File: config.mk
export PLATFORM = sky130hd
export DESIGN_NAME = rns_fwd_conv
export DESIGN_NICKNAME = d
export VERILOG_FILES = /design/src/rtl/rns_fwd_pkg.sv /design/src/rtl/rns_fwd_ctrl.sv /design/src/rtl/rns_fwd_dp.sv /design/src/rtl/rns_fwd_conv.sv
export SDC_FILE = /design/constraint.sdc
export NUM_CORES = 1
export LEC_CHECK = 0
export ABC_AREA = 1
export ABC_CLOCK_PERIOD_IN_PS = 10150
export BUFFER_PORTS_ARGS = -buffer_cell sky130_fd_sc_hd__buf_4
export CORE_MARGIN = 4
export CORE_UTILIZATION = 60
export DETAILED_ROUTE_END_ITERATION = 16
export GPL_TIMING_DRIVEN = 1
export PLACE_DENSITY = 0.79
export SYNTH_ARGS = -nofsm -noshare
export SYNTH_HDL_FRONTEND = slang
export SYNTH_HIERARCHICAL = 1
export SYNTH_SLANG_ARGS = --single-unit
File: constraint.sdc
create_clock -name clk -period 10.15 [get_ports clk]
set_clock_uncertainty 0.05 [all_clocks]
set_input_delay 1.5225 -clock clk [delete_from_list [all_inputs] [get_ports clk]]
set_output_delay 1.5225 -clock clk [all_outputs]
set_load 0.005 [all_outputs]
File: src/rtl/rns_fwd_pkg.sv
package rns_fwd_pkg;

  typedef struct packed {
    logic loadTerms;
    logic loadRes;
  } stageStrobe_t;

  function automatic longint unsigned modValue(int n, int k, bit plus);
    return plus ? ((64'd1 << n) + 64'(k)) : ((64'd1 << n) - 64'(k));
  endfunction

  // weight of slice i: k^i folded below the modulus (sign handled by datapath)
  function automatic longint unsigned sliceWeight(int i, int n, int k, bit plus);
    longint unsigned m, w;
    m = modValue(n, k, plus);
    w = 64'd1 % m;
    for (int e = 0; e < i; e++) w = (w * 64'(k)) % m;
    return w;
  endfunction

  // sum over odd slices of weight*(k+1), reduced; zero for the minus modulus
  function automatic longint unsigned corrValue(int j, int n, int k, bit plus);
    longint unsigned m, c;
    m = modValue(n, k, plus);
    c = 0;
    if (plus)
      for (int i = 1; i < j; i += 2)
        c = (c + sliceWeight(i, n, k, plus) * 64'(k + 1)) % m;
    return c;
  endfunction

endpackage

File: src/rtl/rns_fwd_ctrl.sv
module rns_fwd_ctrl (
  input  logic clk,
  input  logic rst,
  input  logic inValid,
  output rns_fwd_pkg::stageStrobe_t strobe,
  output logic outValid
);
  logic termValid;

  always_ff @(posedge clk) begin
    if (rst) begin
      termValid <= 1'b0;
      outValid  <= 1'b0;
    end else begin
      termValid <= inValid;
      outValid  <= termValid;
    end
  end

  always_comb begin
    strobe.loadTerms = inValid;
    strobe.loadRes   = termValid;
  end
endmodule

File: src/rtl/rns_fwd_dp.sv
module rns_fwd_dp #(
  parameter int SEG_W    = 8,
  parameter int KVAL     = 3,
  parameter int NSEG     = 4,
  parameter int PLUS_MOD = 0
) (
  input  logic clk,
  input  rns_fwd_pkg::stageStrobe_t strobe,
  input  logic [SEG_W*NSEG-1:0] inData,
  output logic [SEG_W+PLUS_MOD-1:0] outRes
);
  localparam int RW  = SEG_W + PLUS_MOD;
  localparam int PW  = SEG_W + RW;
  localparam int SW  = RW + $clog2(NSEG + 1);
  localparam int LW  = (PW > SW) ? PW : SW;
  localparam int XW  = LW + RW + 1;
  localparam longint unsigned MODV = rns_fwd_pkg::modValue(SEG_W, KVAL, PLUS_MOD != 0);
  localparam logic [RW-1:0] CORR = RW'(rns_fwd_pkg::corrValue(NSEG, SEG_W, KVAL, PLUS_MOD != 0));

  // compare-and-subtract reduction by shifted copies of the modulus
  function automatic logic [RW-1:0] reduceMod(input logic [LW-1:0] v);
    logic [XW-1:0] t, m;
    t = XW'(v);
    for (int s = LW - 1; s >= 0; s--) begin
      m = XW'(MODV) << s;
      if (t >= m) t = t - m;
    end
    return t[RW-1:0];
  endfunction

  logic [RW-1:0] termReg [NSEG];
  logic [RW-1:0] termNext [NSEG];

  // stage 1: per-slice modular constant products
  for (genvar i = 0; i < NSEG; i++) begin : g_slice
    localparam logic [RW-1:0] WGT =
      RW'(rns_fwd_pkg::sliceWeight(i, SEG_W, KVAL, PLUS_MOD != 0));
    localparam bit NEG = (PLUS_MOD != 0) && (i % 2 == 1);
    logic [SEG_W-1:0] seg;
    logic [PW-1:0] prod;
    always_comb begin
      seg  = inData[i*SEG_W +: SEG_W];
      if (NEG) seg = ~seg;
      prod = PW'(seg) * PW'(WGT);
      termNext[i] = reduceMod(LW'(prod));
    end
    always_ff @(posedge clk)
      if (strobe.loadTerms) termReg[i] <= termNext[i];
  end

  // stage 2: add reduced terms and correction, final reduction
  logic [SW-1:0] partial [NSEG+1];
  assign partial[0] = SW'(CORR);
  for (genvar i = 0; i < NSEG; i++) begin : g_acc
    assign partial[i+1] = partial[i] + SW'(termReg[i]);
  end

  always_ff @(posedge clk)
    if (strobe.loadRes) outRes <= reduceMod(LW'(partial[NSEG]));
endmodule

File: src/rtl/rns_fwd_conv.sv
module rns_fwd_conv #(
  parameter int SEG_W    = 8,
  parameter int KVAL     = 3,
  parameter int NSEG     = 4,
  parameter int PLUS_MOD = 0
) (
  input  logic clk,
  input  logic rst,
  input  logic inValid,
  input  logic [SEG_W*NSEG-1:0] inData,
  output logic outValid,
  output logic [SEG_W+PLUS_MOD-1:0] outRes
);
  rns_fwd_pkg::stageStrobe_t strobe;

  rns_fwd_ctrl u_ctrl (
    .clk(clk), .rst(rst), .inValid(inValid),
    .strobe(strobe), .outValid(outValid)
  );

  rns_fwd_dp #(.SEG_W(SEG_W), .KVAL(KVAL), .NSEG(NSEG), .PLUS_MOD(PLUS_MOD)) u_dp (
    .clk(clk), .strobe(strobe), .inData(inData), .outRes(outRes)
  );
endmodule

==> impl_metrics.csv, run 1 <==
group,metric,value,unit
status,status,"finished clean",
worst_setup_path,arrival,8660,ps
worst_setup_path,end_kind,"register",
logic_synthesis,synth_edf_count,40,
hold_path,hold-path-cell-count,2,
floorplanning,pin_count,44,
final_layout,fillCellCount,1174,
clock_network,cts_setup_buffers,0,
hold_path,hold_class,"register to register",
worst_setup_path,cp.buffers_inverters,9,
clock_network,cts.clk_slew.worst_paths,60,ps
clock_network,root_buffer,"clkbuf_16",
floorplanning,core_region_area,12700,µm²
sta,hold_viol,0,
floorplanning,start_util,0.619,
placed_design,dp.cells,1356,
drt,ant_nets,0,
worst_setup_path,cp_slowest_cell,"fa_1",
logic_synthesis,syn_nets,1287,
final_layout,drive_gt1_frac,0.124,
placed_design,place_congestion,0.944,
drt,wirelength,16300,µm
hold_path,min_from,"u_ctrl/termValid",
floorplanning,die_x,123,µm
worst_setup_path,path_class,"input port to register",
grt,grt_pass1_vias,6573,
clock_network,cts.sinks,42,
worst_setup_path,cp_max_fo,12,
logic_synthesis,ys_types,55,
run,cap_violations,0,
drt,via_count,7143,
clock_network,cts_buffer_depth,2,
clock_network,clock_latency,280,ps
logic_synthesis,synthCells,1148,
sta,setup_viol,0,
sta,drv_slew,0,
sta,setup_tns,0,ps
sta,slew-limit-headroom,0.407,
worst_setup_path,critPathLaunch,"inData[25]",
drt,via_per_inst,5.24,
grt,grt-ovfl-total,0,
final_layout,areaGrowthSynthToFinish,7.84,%
worst_setup_path,slowest_delay,520,ps
logic_synthesis,synth_ff_type,"edfxtp_1",
logic_synthesis,syn-cell-area,7870,µm²
clock_network,cts-buffers-inserted,5,
worst_setup_path,cp.depth,52,
logic_synthesis,ys.warnings.count,6,
clock_network,cts_hold_buf,0,
worst_setup_path,path_delay_family,"simple AND/OR/NAND/NOR gates",
logic_synthesis,synth_area_leaders,"edfxtp_1 15%, nand2_1 14%, ha_1 13%, inv_1 8.5%, xor2_1 7.7%",
logic_synthesis,async_flop_share,0,
sta,max_clock_freq,0.115,GHz
placed_design,portBuffers,43,
logic_synthesis,ys_seq_area_frac,0.158,
sta,period_share,0.855,
worst_setup_path,crit_top_cell,"nand2_1",
clock_network,cts_resized,0,
worst_setup_path,worstSetupStartpointType,"input port",
drt,wl_per_cell,11.9,µm
logic_synthesis,ys_ff_latch,42,
final_layout,final_nets,1330,
final_layout,diodes,0,
grt,grt_pass1_wl,28600,µm
drt,drtPass1Iterations,5,
worst_setup_path,crit_required,10130,ps
final_layout,final_cell_mix,"297 x nand2_1, 178 x inv_1, 92 x nor2_1, 91 x nand3_1, 79 x ha_1",
sta,rsz0062_at_grt,"false",
logic_synthesis,avgSynthCellArea,6.86,µm²
final_layout,layout.cells.non_filler,1364,
floorplanning,die_area,15000,µm²
grt,grt_use_total,0.226,
worst_setup_path,reg2reg_depth,32,
grt,grt_max_degree,34,
floorplanning,die_h,123,µm
clock_network,h-tree-depth,2,
grt,antenna_found_initial,0,
sta,min_period,8680,ps
clock_network,cts_tree,"yes",
logic_synthesis,yosys.area.top_type,"edfxtp_1",
drt,drtIter0Drc,486,
worst_setup_path,rr_startpoint,"u_dp/termReg[2][1]",
sta,max_slew.worst_pin.slew,883,ps
logic_synthesis,synth_top_cell_area_share,0.153,
final_layout,final_common_cell,"nand2_1",
floorplanning,rows,41,
drt,drc_errors,0,
placed_design,hpwlAfterDp,13600,µm
-- kinds of logic (layout without fill, tap and decap cells) --
logic type	count (synthesis)	count (layout)	share of synthesized area
simple gates	626	626	0.386
compound gates	93	93	0.0718
mux	1	1	0.00127
flops	42	42	0.158
buf+inv	195	239	0.0974
fa+ha+maj	104	104	0.189
xor+xnor	87	87	0.0968
-- path summary, 6_finish.rpt --
kind	slack, ps	endpoint
worst max-delay path	1470	u_dp/termReg[3][7]
worst min-delay path	570	u_ctrl/outValid
worst max register to register	2950	u_dp/outRes[3]
worst min register to register	570	u_ctrl/outValid
-- layout make-up --
class | instances | area (µm²) | area share
flip-flops and latches | 42 | 1240 | 0.146
clock buffers | 7 | 133 | 0.0156
clock inverters | 1 | 7.51 | 0.000884
well taps | 172 | 215 | 0.0253
repair buffers | 43 | 323 | 0.0380
inverters | 188 | 706 | 0.0831
multi-input cells | 911 | 5860 | 0.691
-- registers in the layout, summed over array words and instances (netlist names) --
signal,count
u_dp/termReg,32
u_dp/outRes,8
u_ctrl/outValid,1
u_ctrl/termValid,1
-- worst reg2reg max path, delay by kind of cell, from the launching register on --
family	cells	cell delay [ps]
xor+xnor	2	370
compound gates	8	1910
flops	1	420
simple gates	12	1820
fa+ha+maj	5	1900
buf+inv	5	430
-- through the flow --
step / hold slack, ps / setup WS [ps] / utilization / cell area [µm²]
floorplan: 353 / 2230 / - / 7870
global route: 618 / 849 / 0.667 / 8490
CTS: 571 / 1530 / 0.667 / 8490
finish: 575 / 1470 / 0.667 / 8490
global placement: 522 / 1350 / 0.656 / 8350
detailed placement: 561 / 1230 / 0.656 / 8350
-- Yosys cell counts, types with 9 or more instances --
| master | instances |
|---|---|
| o21ai_0 | 26 |
| ha_1 | 79 |
| xor2_1 | 69 |
| inv_2 | 9 |
| nand2_2 | 31 |
| inv_1 | 178 |
| nand3b_1 | 13 |
| fa_1 | 25 |
| edfxtp_1 | 40 |
| nand3_1 | 91 |
| xnor2_1 | 18 |
| nand2_1 | 297 |
| nor2_1 | 92 |
| nor2_2 | 13 |
| nand2_4 | 12 |
| nor3_1 | 20 |
| a21oi_1 | 35 |
| nand4_1 | 24 |
-- layer usage --
layer / up-vias / global-route usage / wire length [µm]
met3: 26 / 0.0175 / 539
met2: 151 / 0.406 / 7840
met1: 3194 / 0.299 / 7650
met4: 0 / 0.0469 / 245
met5: - / 0 / 0
li1: 3772 / - / -
Power of run 1 is not shown: default switching activity piles up to over one toggle a cycle in this logic, so the estimate is an artifact.
==> run 2: changes to the inputs <==
--- a/config.mk
+++ b/config.mk
@@ -5,7 +5,7 @@
 export SDC_FILE = /design/constraint.sdc
 export NUM_CORES = 1
 export LEC_CHECK = 0
-export ABC_AREA = 1
+export ABC_AREA = 0
 export ABC_CLOCK_PERIOD_IN_PS = 10150
 export BUFFER_PORTS_ARGS = -buffer_cell sky130_fd_sc_hd__buf_4
 export CORE_MARGIN = 4
==> run 2 against run 1 <==
  * Synthesized area grew 0.41%
  * Largest cell class unchanged
  * Critical path depth shrank 24
  * Register-to-register slack lost 1300 ps
==> impl_metrics.csv, run 2 <==
group,metric,value,unit
status,status,"finished clean",
clock_network,cts-buffers-inserted,5,
drt,via_per_inst,6.24,
sta,slew-limit-headroom,0.486,
grt,grt.met2_usage,0.418,
placed_design,hpwlAfterDp,15300,µm
worst_setup_path,path_delay_family,"compound AO/OA/AOI/OAI gates",
placed_design,place_congestion,0.948,
floorplanning,core_region_area,12800,µm²
final_layout,final_common_cell,"ha_1",
grt,top_usage_layer,"met2",
final_layout,largest_register,"u_dp/termReg",
logic_synthesis,synthCells,947,
final_layout,areaGrowthSynthToFinish,10.2,%
drt,drc_errors,0,
grt,grt_pass1_wl,31200,µm
grt,grt_util_met3,0.0267,
clock_network,cts_tree,"yes",
logic_synthesis,synth_area_leaders,"edfxtp_1 15%, ha_1 13%, xnor2_1 6.6%, fa_1 6.3%, a21oi_1 4.1%",
worst_setup_path,path_class,"input port to register",
sta,period_share,0.955,
logic_synthesis,ys_types,97,
grt,grt_use_total,0.248,
final_layout,layout.cells.non_filler,1177,
grt,antenna_found_initial,0,
worst_setup_path,end_kind,"register",
logic_synthesis,syn_nets,1086,
worst_setup_path,cp.buffers_inverters,3,
floorplanning,die_x,123,µm
sta,max_slew.worst_pin.slew,767,ps
final_layout,final_cell_mix,"79 x ha_1, 69 x nor2_1, 68 x buf_4, 64 x a21oi_1",
logic_synthesis,ys.warnings.count,6,
sta,max_clock_freq,0.103,GHz
clock_network,h-tree-depth,2,
drt,via_count,7348,
grt,grt.met1_usage,0.345,
drt,wirelength,18700,µm
floorplanning,start_util,0.619,
drt,drtIter0Drc,599,
grt,grt_max_degree,34,
logic_synthesis,synth_top_cell_area_share,0.152,
placed_design,portBuffers,43,
hold_path,hold_class,"register to register",
worst_setup_path,crit_top_cell,"ha_1",
logic_synthesis,yosys.cell_count.top_type,"ha_1",
placed_design,post-place-ws,15.6,ps
floorplanning,die_h,123,µm
logic_synthesis,ys_ff_latch,42,
clock_network,cts_hold_buf,0,
drt,wl_per_cell,15.9,µm
final_layout,largest_reg_flops,32,
sta,min_period,9700,ps
drt,drtPass1Iterations,5,
sta,setup_viol,0,
logic_synthesis,avgSynthCellArea,8.35,µm²
floorplanning,pin_count,44,
clock_network,cts.sinks,42,
grt,grt-ovfl-total,0,
floorplanning,die_area,15100,µm²
logic_synthesis,yosys.area.top_type,"edfxtp_1",
floorplanning,rows,41,
grt,grt_pass1_vias,6804,
worst_setup_path,slowest_delay,520,ps
logic_synthesis,synth_ff_type,"edfxtp_1",
logic_synthesis,syn-cell-area,7910,µm²
clock_network,root_buffer,"clkbuf_16",
sta,drv_slew,0,
clock_network,cts.clk_slew.worst_paths,60,ps
worst_setup_path,worstSetupStartpointType,"input port",
drt,ant_nets,0,
final_layout,top_regs,"u_dp/termReg x32, u_dp/outRes x8",
clock_network,clock_latency,290,ps
final_layout,final_nets,1143,
logic_synthesis,async_flop_share,0,
clock_network,cts_buffer_depth,2,
placed_design,dp.cells,1169,
worst_setup_path,cp_slowest_cell,"or4_1",
run,cap_violations,0,
logic_synthesis,ys_seq_area_frac,0.157,
worst_setup_path,arrival,9680,ps
logic_synthesis,ys_top_cells_by_count,"79 x ha_1, 69 x nor2_1, 64 x a21oi_1",
sta,setup_ws,453,ps
worst_setup_path,crit_required,10130,ps
final_layout,diodes,0,
final_layout,drive_gt1_frac,0.128,
logic_synthesis,synth_edf_count,40,
final_layout,final_util,0.682,
sta,hold_viol,0,
worst_setup_path,cp_max_fo,7,
[run 2: cell types whose count changed in the layout (fill, tap and decap cells not counted), moves of 31 or more]
cell / change
nand2_1: -241
inv_1: -118
nand3_1: -49
xnor2_1: +42
xor2_1: -37
nand2_2: -31
[run 2: final cells by class]
| class | instances | area (µm²) |
|---|---|---|
| Clock buffer | 5 | 125 |
| Clock inverter | 3 | 23.8 |
| Fill cell | 1079 | 4060 |
| Inverter | 61 | 229 |
| Multi-Input combinational cell | 826 | 6370 |
| Sequential cell | 42 | 1240 |
| Tap cell | 172 | 215 |
| Timing Repair Buffer | 68 | 510 |
[run 2: worst register-to-register path, delay by kind of cell (launching register included)]
family                   cells  cell delay, ps
AO/OA/AOI/OAI               12            3170
adder cells (fa/ha/maj)      5            2040
AND/OR/NAND/NOR              7            1940
flip-flops                   1             440
buffers and inverters        2             320
XOR/XNOR                     2             250
[run 2: stage by stage]
stage	hold WS [ps]	instance area [µm²]	TNS (ps)
after floorplan	389	7910	0
after global placement	557	8540	0
after detailed placement	566	8540	0
after CTS	580	8690	0
after global routing	597	8710	-63.7
final	583	8710	0
[run 2: kinds of logic (layout without fill, tap and decap cells)]
family,Yosys count,after routing,share of synthesized area
DFF,42,42,0.157
buffers and inverters,79,137,0.0400
muxes,19,19,0.0264
AOI/OAI and AO/OA,284,284,0.264
and+or+nand+nor,326,326,0.220
xor gates and xnor gates,93,93,0.104
adders and majority gates,104,104,0.188
[run 2: final timing paths]
kind / start / end / slack, ps / depth (start not counted)
worst max-delay path: inData[24] / u_dp/termReg[3][4] / 450 / 28
worst min-delay path: u_ctrl/termValid / u_dp/outRes[1] / 580 / 0
worst max register to register: u_dp/termReg[2][1] / u_dp/outRes[4] / 1670 / 28
worst min register to register: u_ctrl/termValid / u_dp/outRes[1] / 580 / 0
[run 2: what timing repair did]
item / CTS / global route
endpoints found under the setup margin: 0 / 4
buffers inserted: 0 / 0
resized for setup: 0 / 4
[run 2: layer usage]
metal,up-vias,share of wire
met5,-,0
met4,0,0.016
met3,26,0.040
met2,204,0.48
met1,3419,0.47
li1,3699,-
Power of run 2 is left out for the same reason.
